===== config.mk =====
export PLATFORM = sky130hd
export DESIGN_NAME = pinbank_ctrl
export DESIGN_NICKNAME = d
export VERILOG_FILES = /design/src/rtl/pinbank_pkg.sv /design/src/rtl/pinbank_sync.sv /design/src/rtl/pinbank_regfile.sv /design/src/rtl/pinbank_pinmux.sv /design/src/rtl/pinbank_ctrl.sv
export SDC_FILE = /design/constraint.sdc
export NUM_CORES = 1
export LEC_CHECK = 0
export BUFFER_PORTS_ARGS = -buffer_cell sky130_fd_sc_hd__buf_2
export CAP_MARGIN = 40
export CORE_ASPECT_RATIO = 1.1
export CORE_MARGIN = 2
export CORE_UTILIZATION = 55
export DETAILED_ROUTE_END_ITERATION = 12
export GPL_TIMING_DRIVEN = 1
export PLACE_DENSITY_LB_ADDON = 0.15
export SYNTH_ARGS = -nofsm -noshare
export SYNTH_HDL_FRONTEND = slang
export SYNTH_SLANG_ARGS = --single-unit

===== constraint.sdc =====
create_clock -name clk -period 2.6 [get_ports clk]
set_input_delay 0.39 -clock clk [delete_from_list [all_inputs] [get_ports clk]]
set_output_delay 0.39 -clock clk [all_outputs]
set_load 0.05 [all_outputs]

===== src/rtl/pinbank_pkg.sv =====
package pinbank_pkg;

    localparam int PINS       = 32;
    localparam int DATA_W     = PINS;
    localparam int HALF_PINS  = PINS / 2;
    localparam int SEL_W      = 2;
    localparam int ALT_N      = (1 << SEL_W) - 1;
    localparam int ADDR_W     = 5;
    localparam int SYNC_DEPTH = 2;

    localparam int W_DOUT     = 0;
    localparam int W_DRIVE    = 1;
    localparam int W_OSEL_LO  = 2;
    localparam int W_OSEL_HI  = 3;
    localparam int W_TSEL_LO  = 4;
    localparam int W_TSEL_HI  = 5;
    localparam int W_ODRAIN   = 6;
    localparam int W_LEVEL    = 7;
    localparam int RX_BASE    = 8;
    localparam int RX_WORDS   = 3;
    localparam int W_RSV      = 11;
    localparam int ISEL_BASE  = 12;
    localparam int ISEL_WORDS = 6;

    typedef struct packed {
        logic [DATA_W-1:0] dout;
        logic [DATA_W-1:0] drive;
        logic [DATA_W-1:0] osel_lo;
        logic [DATA_W-1:0] osel_hi;
        logic [DATA_W-1:0] tsel_lo;
        logic [DATA_W-1:0] tsel_hi;
        logic [DATA_W-1:0] odrain;
    } pin_cfg_t;

    typedef struct packed {
        pin_cfg_t                              cfg;
        logic [RX_WORDS-1:0][DATA_W-1:0]       rx;
        logic [ISEL_WORDS-1:0][DATA_W-1:0]     isel;
        logic [DATA_W-1:0]                     rdata;
    } reg_state_t;

    function automatic logic pick_src(input logic [SEL_W-1:0] sel,
                                      input logic             reg_v,
                                      input logic [ALT_N-1:0] alt_v);
        logic r;
        r = reg_v;
        for (int k = 1; k <= ALT_N; k++) begin
            if (sel == SEL_W'(k)) r = alt_v[k-1];
        end
        return r;
    endfunction

endpackage


===== src/rtl/pinbank_sync.sv =====
module pinbank_sync #(
    parameter int STAGES = 2,
    parameter int W      = 32
) (
    input  logic         clk,
    input  logic         rst,
    input  logic [W-1:0] async_in,
    output logic [W-1:0] sync_out
);

    logic [STAGES-1:0][W-1:0] chain_d, chain_q;

    always_comb begin
        chain_d[0] = async_in;
        for (int s = 1; s < STAGES; s++) begin
            chain_d[s] = chain_q[s-1];
        end
    end

    always_ff @(posedge clk) begin
        if (rst) chain_q <= '0;
        else     chain_q <= chain_d;
    end

    assign sync_out = chain_q[STAGES-1];

endmodule


===== src/rtl/pinbank_regfile.sv =====
module pinbank_regfile
    import pinbank_pkg::*;
(
    input  logic              clk,
    input  logic              rst,
    input  logic              wr_en,
    input  logic              rd_en,
    input  logic [ADDR_W-1:0] addr,
    input  logic [DATA_W-1:0] wdata,
    input  logic [DATA_W-1:0] level,
    output pin_cfg_t          cfg,
    output logic [DATA_W-1:0] rdata
);

    reg_state_t st_d, st_q;
    logic [DATA_W-1:0] rd_word;

    always_comb begin
        rd_word = '0;
        case (addr)
            ADDR_W'(W_DOUT):    rd_word = st_q.cfg.dout;
            ADDR_W'(W_DRIVE):   rd_word = st_q.cfg.drive;
            ADDR_W'(W_OSEL_LO): rd_word = st_q.cfg.osel_lo;
            ADDR_W'(W_OSEL_HI): rd_word = st_q.cfg.osel_hi;
            ADDR_W'(W_TSEL_LO): rd_word = st_q.cfg.tsel_lo;
            ADDR_W'(W_TSEL_HI): rd_word = st_q.cfg.tsel_hi;
            ADDR_W'(W_ODRAIN):  rd_word = st_q.cfg.odrain;
            ADDR_W'(W_LEVEL):   rd_word = level;
            default: begin
                for (int k = 0; k < RX_WORDS; k++) begin
                    if (addr == ADDR_W'(RX_BASE + k)) rd_word = st_q.rx[k];
                end
                for (int k = 0; k < ISEL_WORDS; k++) begin
                    if (addr == ADDR_W'(ISEL_BASE + k)) rd_word = st_q.isel[k];
                end
            end
        endcase
    end

    always_comb begin
        st_d = st_q;
        if (wr_en) begin
            case (addr)
                ADDR_W'(W_DOUT):    st_d.cfg.dout    = wdata;
                ADDR_W'(W_DRIVE):   st_d.cfg.drive   = wdata;
                ADDR_W'(W_OSEL_LO): st_d.cfg.osel_lo = wdata;
                ADDR_W'(W_OSEL_HI): st_d.cfg.osel_hi = wdata;
                ADDR_W'(W_TSEL_LO): st_d.cfg.tsel_lo = wdata;
                ADDR_W'(W_TSEL_HI): st_d.cfg.tsel_hi = wdata;
                ADDR_W'(W_ODRAIN):  st_d.cfg.odrain  = wdata;
                default: begin
                    for (int k = 0; k < RX_WORDS; k++) begin
                        if (addr == ADDR_W'(RX_BASE + k)) st_d.rx[k] = wdata;
                    end
                    for (int k = 0; k < ISEL_WORDS; k++) begin
                        if (addr == ADDR_W'(ISEL_BASE + k)) st_d.isel[k] = wdata;
                    end
                end
            endcase
        end
        if (rd_en) st_d.rdata = rd_word;
    end

    always_ff @(posedge clk) begin
        if (rst) st_q <= '0;
        else     st_q <= st_d;
    end

    assign cfg   = st_q.cfg;
    assign rdata = st_q.rdata;

endmodule


===== src/rtl/pinbank_pinmux.sv =====
module pinbank_pinmux
    import pinbank_pkg::*;
(
    input  pin_cfg_t                      cfg,
    input  logic [ALT_N-1:0][DATA_W-1:0]  alt_dout,
    input  logic [ALT_N-1:0][DATA_W-1:0]  alt_oe,
    output logic [DATA_W-1:0]             pad_out,
    output logic [DATA_W-1:0]             pad_oe
);

    for (genvar b = 0; b < PINS; b++) begin : g_pin
        localparam int PIN = PINS - 1 - b;
        localparam int M   = PIN % HALF_PINS;
        localparam int FB  = DATA_W - 1 - SEL_W * M;

        logic [SEL_W-1:0] osel, tsel;
        logic [ALT_N-1:0] alt_v, alt_e;
        logic             src_out, src_oe, pin_out, pin_oe;

        if (PIN < HALF_PINS) begin : g_lo
            assign osel = cfg.osel_lo[FB -: SEL_W];
            assign tsel = cfg.tsel_lo[FB -: SEL_W];
        end else begin : g_hi
            assign osel = cfg.osel_hi[FB -: SEL_W];
            assign tsel = cfg.tsel_hi[FB -: SEL_W];
        end

        for (genvar k = 0; k < ALT_N; k++) begin : g_alt
            assign alt_v[k] = alt_dout[k][b];
            assign alt_e[k] = alt_oe[k][b];
        end

        always_comb begin
            src_out = pick_src(osel, cfg.dout[b], alt_v);
            src_oe  = pick_src(tsel, cfg.drive[b], alt_e);
            if (cfg.odrain[b]) begin
                pin_out = 1'b0;
                pin_oe  = ~src_out;
            end else begin
                pin_out = src_out;
                pin_oe  = src_oe;
            end
        end

        assign pad_out[b] = pin_out;
        assign pad_oe[b]  = pin_oe;
    end

endmodule


===== src/rtl/pinbank_ctrl.sv =====
module pinbank_ctrl
    import pinbank_pkg::*;
(
    input  logic                          clk,
    input  logic                          rst,
    input  logic                          bus_wr,
    input  logic                          bus_rd,
    input  logic [ADDR_W-1:0]             bus_addr,
    input  logic [DATA_W-1:0]             bus_wdata,
    output logic [DATA_W-1:0]             bus_rdata,
    input  logic [DATA_W-1:0]             pad_in,
    output logic [DATA_W-1:0]             pad_out,
    output logic [DATA_W-1:0]             pad_oe,
    input  logic [ALT_N-1:0][DATA_W-1:0]  alt_dout,
    input  logic [ALT_N-1:0][DATA_W-1:0]  alt_oe
);

    pin_cfg_t          cfg;
    logic [DATA_W-1:0] level;
    logic [DATA_W-1:0] od_mask;

    pinbank_sync #(
        .STAGES (SYNC_DEPTH),
        .W      (DATA_W)
    ) u_sync (
        .clk      (clk),
        .rst      (rst),
        .async_in (pad_in),
        .sync_out (level)
    );

    pinbank_regfile u_regs (
        .clk   (clk),
        .rst   (rst),
        .wr_en (bus_wr),
        .rd_en (bus_rd),
        .addr  (bus_addr),
        .wdata (bus_wdata),
        .level (level),
        .cfg   (cfg),
        .rdata (bus_rdata)
    );

    pinbank_pinmux u_mux (
        .cfg      (cfg),
        .alt_dout (alt_dout),
        .alt_oe   (alt_oe),
        .pad_out  (pad_out),
        .pad_oe   (pad_oe)
    );

    assign od_mask = cfg.odrain;

endmodule


Word-level counts from Yosys, hierarchy flattened:

Index checks and enable logic that the tools add are counted.

* register bits: 608
* input bits: 265
* output and inout bits: 96
* logic and storage cells: 544

* equality and inequality tests: 208
* mux-type cells: 266
* bitwise operators: 33
* reduce and logical (&&, ||, !) cells: 18

Operator list (count)
* $mux W32: 9
* $eq A2 B2 Y1 const B: 128
* $mux W1: 256
* $pmux W32 S8: 1
* $eq A2 B1 Y1 const B: 64
* $eq A5 B4 Y1 const B: 7
* $not A1 Y1: 33
* $reduce_and A3 Y1: 9
* $eq A5 B3 Y1 const B: 4
* $reduce_and A2 Y1: 7
* $eq A5 B2 Y1 const B: 2
* $eq A5 B5 Y1 const B: 2
* $reduce_or A7 Y1: 1
* $eq A5 B1 Y1 const B: 1
* $logic_not A5 Y1: 1

Longest topological paths before layout:

* depth after elaboration: 11
* mapped depth: 9
* gate-level depth less buffers: 5

Cells and area by module:

A second synthesis with hierarchy kept.

* cells, all modules: 3737
* area, all modules: 29746.0 µm²

By module, submodules not included
* pinbank_regfile: times used 1, cells an instance 3378, area an instance 25425.6 µm², seq. area each 10890.4 µm²
* pinbank_pinmux: times used 1, cells an instance 224, area an instance 2402.3 µm², seq. area each 0.0 µm²
* pinbank_sync: times used 1, cells an instance 135, area an instance 1918.1 µm², seq. area each 1281.2 µm²

Least setup slack after synthesis:

OpenSTA, ideal clock, no wires.

* path type: input -> register
* start point: input bus_addr[4]
* end point: register u_regs.st_q, in the netlist u_regs.cfg[132]
* library setup time: 0.132 ns
* arrival: 1.748 ns
* data required time: 2.468 ns
* setup slack: 0.720 ns
* stages on the path: 9
* path buffers: 4
* cell sequence: buf_6 > or2_1 > buf_4 > nor3_4 > buf_2 > nand2_1 > clkbuf_1 > nand2_1 > a21oi_1

* longest elaborated chain between the ends: 2

RTL lines
* from (decl): line pinbank_ctrl.sv:8 `input logic [ADDR_W-1:0] bus_addr,`
* $eq A5 B2 Y1: line pinbank_regfile.sv:43 `case (addr)`
* $reduce_and A2 Y1 (no source line)
* to (signal assigned): line pinbank_regfile.sv:66 `else st_q <= st_d;`
* to (decl): line pinbank_regfile.sv:15 `reg_state_t st_d, st_q;`

No other way between the ends.
A chain may end at the register's enable or synchronous reset.

Worst setup path after layout:

* start point: register u_regs.st_q, in the netlist u_regs.cfg[145]
* end point: output pad_oe[24]

* longest elaborated chain between the ends: 6
* elaborated cells between the ends (all ways): 8
* those cells by class: eq/ne (3); mux (4); bitwise (1)

RTL lines
* $eq A2 B1 Y1: line pinbank_pkg.sv:48 `if (sel == SEL_W'(k)) r = alt_v[k-1];`
* $mux W1 (2 in a row): line pinbank_pkg.sv:48
* $mux W1 *: line pinbank_pkg.sv:48
* $not A1 Y1 *: line pinbank_pinmux.sv:38 `pin_oe = ~src_out;`
* $mux W1 *: line pinbank_pinmux.sv:36 `if (cfg.odrain[b]) begin`
* to (decl): line pinbank_ctrl.sv:13 `output logic [DATA_W-1:0] pad_oe,`

Every way passes the cells marked *; elsewhere a longest branch is shown, timed or not.

==> run summary <==
The run finished, with violations left. The checks that failed: setup timing. TritonCTS built the clock tree. The die covers 0.05238 mm². The number of synthesized flops with an enable pin is 0.

The hold-critical path depth was 2; the H-tree depth was 2. The sum of routed wire length over all layers was 114,400 µm. Summing the areas of all xor and xnor instances in the mapped netlist gives 0% of the synthesized area. The clock arrives with 0.02624 ns of skew. The register-to-register setup slack is 0.75 ns. Of the total synthesized cell area, the portion taken by AND, OR, NAND and NOR gates is 20.70%.

The compound-gate portion of the synthesized area works out to 20.27%. The analysis attributes to cell leakage a power of 11.43 nW. The count of final hold-check violations is 0.

The initial utilization of the core area, before any placement, comes to 55.58%. By area the synthesized netlist is led by dfxtp_1, nand2_1, a21oi_1. The total overflow left after global routing is 0. The first global-routing pass estimated 166,400 µm of wire. The slowest cell on the critical path was mux4_2. The startpoint identified for the worst hold timing path is pad_in[9]. In this run the critical register-to-register path is launched from u_regs.cfg[94]. The via count came out at 27,580. The number of buffers between clock root and the deepest sink is 3. The biggest area contributor in the post-synthesis netlist is dfxtp_1. The run gives 26,020 as the number of global-route vias before repair. After detailed routing, the number of remaining DRC violations is 0. The area growth from synthesis to layout is 15.50%. The path with the worst hold slack has its endpoint at u_sync.chain_d[41]. Across all hold checks on the routed design, the worst slack comes to 0.01372 ns. Setup repair after global routing left no endpoint under its margin. The number of port buffers was 360; the adder-cell area share of the yosys netlist was 0%.

The fraction of final layout cells with drive strength greater than 1 is 19.73%. The number of buffer and inverter stages on the critical path is 1, and the I/O pin total is 361. The last weighted congestion value of the routability-driven placer was 1.018; the CTS buffer count was 60. The run gives 0.05004 mm² as the core footprint. The tools report the detailed placement HPWL as 79,410 µm. Using the TritonRoute via totals, the vias-per-cell ratio works out to 6.331. The most common cell after layout, fill and taps aside is nand2_1. The power per unit of standard cell area was 634.2 mW/mm²; the number of nets with antenna violations after detailed routing was 0. The min-delay analysis places its worst path in the category input pin to register.

Synthesis produced a netlist whose cell count is 3,474. Clock tree synthesis selected as its root buffer the cell clkbuf_16. For the pin with the worst max-slew slack, the measured transition is 1.093 ns. On the worst path, the slowest cell contributes a delay of 0.57 ns. Post-synthesis net count: 3,739.

Each instance of the synthesized netlist takes up on average 8.006 µm². The portion of the clock cycle consumed by the worst path in the final layout is 100.6%, and the clock transition at the register clock pins on the worst setup and hold paths after CTS is 0.07 ns. For the post-layout worst setup margin, the log shows -0.01519 ns. After synthesis, flip-flops and latches occupy 43.76% of the total area. Destination of the worst register-to-register timing path: u_regs.rdata[30].

Counting the fill cells in the layout gives 4,315. STA classifies the critical path startpoint as a register. The remaining max-slew budget at the tightest pin was 27.14%. The worst IR drop on VDD was 0.5705 mV.

The count of TritonRoute iterations in the first routing pass is 6. The library cells used most frequently in the layout, excluding fill and tap cells, are nand2_1, dfxtp_1, a21oi_1. By area, the combinational part of the netlist is dominated by simple AND/OR/NAND/NOR gates. The worst path in the final design needs a cycle of 2.615 ns, including I/O delays and setup. Along the worst path, the maximum fanout reaches 3. In this run the cell area measured after placement is 0.02974 mm².

The final setup violation count came out at 1. The endpoint kind of the worst setup timing path is an output port. The tools report the largest net degree at the start of global routing as 149. The number of nets in the layout is 3,910, and the proportion of synthesized flip-flops having asynchronous set or reset is 0%. The critical path goes through mux4_2 > o21ai_0 > buf_4.

The average wire per standard cell came out at 26.26 µm. The kind of cell adding the most delay to the critical path was multiplexers. The count of distinct cell types in the synthesized netlist is 75, and the worst reg2reg path depth is 6. The count of final max-slew check failures is 0, and the die width is 218.4 µm.

The clock net in this run drives a total of 608 sinks. The tools report the global-route usage over all layers as 42.53%. The setup path with the least slack is of type register to output port. The tool flagged a number of max-cap violations equal to 0. The run gives 0.3824 GHz as the timing-limited maximum frequency. In this run the worst setup path begins at u_regs.cfg[145]. The initialized floorplan defines 86 standard-cell rows. The tools report the source-to-sink clock delay at the later pin of the worst-skew pair as 0.65 ns.

Once layout is done, the placed cells without fillers occupy 0.03212 mm². The tools report the number of antenna violations at the first check in global routing as 6. The multiplexer area fraction after synthesis was 6.748%; the total of flip-flops plus latches after synthesis was 608.

The critical path data arrival time is 2.23 ns, and the count of warnings emitted by yosys is 0. In this run the post-CTS setup repair buffer count came out at 0. In the synthesized netlist the dominant register cell turns out to be dfxtp_1. At the worst endpoint, the required time is 2.21 ns. Area share of the leading cell type in the synthesized netlist: 43.76%. Measured along the y axis, the die boundary spans 239.8 µm. The post-synthesis cell area was 0.02781 mm²; the initial DRC count was 3,925.
-- area by class of cell --
class                   count  area, µm²  area share, %
inverters                  41      153.9         0.4791
multi-input cells        2397      13320          41.47
clock inverters            17      224.0         0.6972
clock buffers              95       1834          5.710
well taps                 660      825.8          2.571
repair buffers            537       3587          11.17
flip-flops and latches    608      12170          37.89
diodes                      2      5.005        0.01558
-- worst max-delay path by stage --
| stage | end | slack (ns) | cells past startpoint |
|---|---|---|---|
| floorplan | u_regs.cfg[132] | 0.72 | 9 |
| global placement | u_regs.rdata[8] | -0.50 | 8 |
| detailed placement | u_regs.rdata[10] | -0.21 | 9 |
| CTS | pad_oe[8] | 0.001 | 3 |
| global route | pad_oe[23] | 0.01 | 3 |
| finish | pad_oe[24] | -0.02 | 3 |
-- cell usage after synthesis, drive strengths merged (12+ instances only) --
| library cell | instances |
|---|---|
| mux2i | 12 |
| a311oi | 20 |
| and3 | 14 |
| o22ai | 29 |
| o21ai | 73 |
| clkbuf | 221 |
| nor2b | 66 |
| buf | 207 |
| inv | 41 |
| nor2 | 80 |
| nand3 | 14 |
| mux2 | 28 |
| a221oi | 27 |
| or3 | 14 |
| a22oi | 46 |
| a21oi | 562 |
| nand2 | 1076 |
| o221ai | 31 |
| mux4 | 64 |
| dfxtp | 608 |
| a222oi | 13 |
| a211o | 18 |
| and2 | 50 |
| nor3 | 18 |
| a22o | 45 |
-- flip-flops by register name, summed over array words and instances (netlist names) --
| register | count |
|---|---|
| u_sync.chain_d | 32 |
| u_sync.sync_out | 32 |
| u_regs.rdata | 32 |
| u_regs.cfg | 224 |
| u_regs.st_q | 288 |
-- through the flow --
step	TNS [ns]	instances	total power, W	utilization [%]	worst slack, ns
2_1_floorplan	0	3474	0.01067	-	0.7196
3_3_place_gp	-1.109	4211	0.01132	59.42	-0.5023
3_5_place_dp	-0.5225	4213	0.01134	59.44	-0.2062
4_1_cts	0	4355	0.02032	64.18	0.001354
5_1_grt	0	4355	0.02078	64.19	0.01183
6_report	-0.01519	4357	0.02037	64.20	-0.01519
-- where the power goes --
group | switching, W | internal, W
Combinational | 0.00114 | 0.000531
Sequential | 0.000111 | 0.00944
Clock | 0.00384 | 0.00531
-- timing repair --
item,in CTS,in global routing
hold buffers,30,0
setup endpoints to repair,3,3
hold endpoints to repair,30,0
gates resized for setup,5,3
-- per-layer routing --
metal / routed length, µm / global-route usage, % / up-vias
li1: - / - / 12150
met1: 42320 / 54.67 / 13110
met2: 51840 / 66.61 / 1908
met3: 12640 / 8.267 / 407
met4: 7548 / 24.74 / 8
met5: 59 / 0 / -
-- kinds of logic after synthesis --
logic type	after synthesis
compound gates	929
buf+inv	469
flops	608
mux	104
simple gates	1364
-- worst reg2reg max path, delay by kind of cell (launching register included) --
kind            cells  cell delay (ns)
buf+inv             1             0.21
flops               1             0.49
simple gates        2             0.81
compound gates      3             0.27
(Power assumes the default switching activity.)
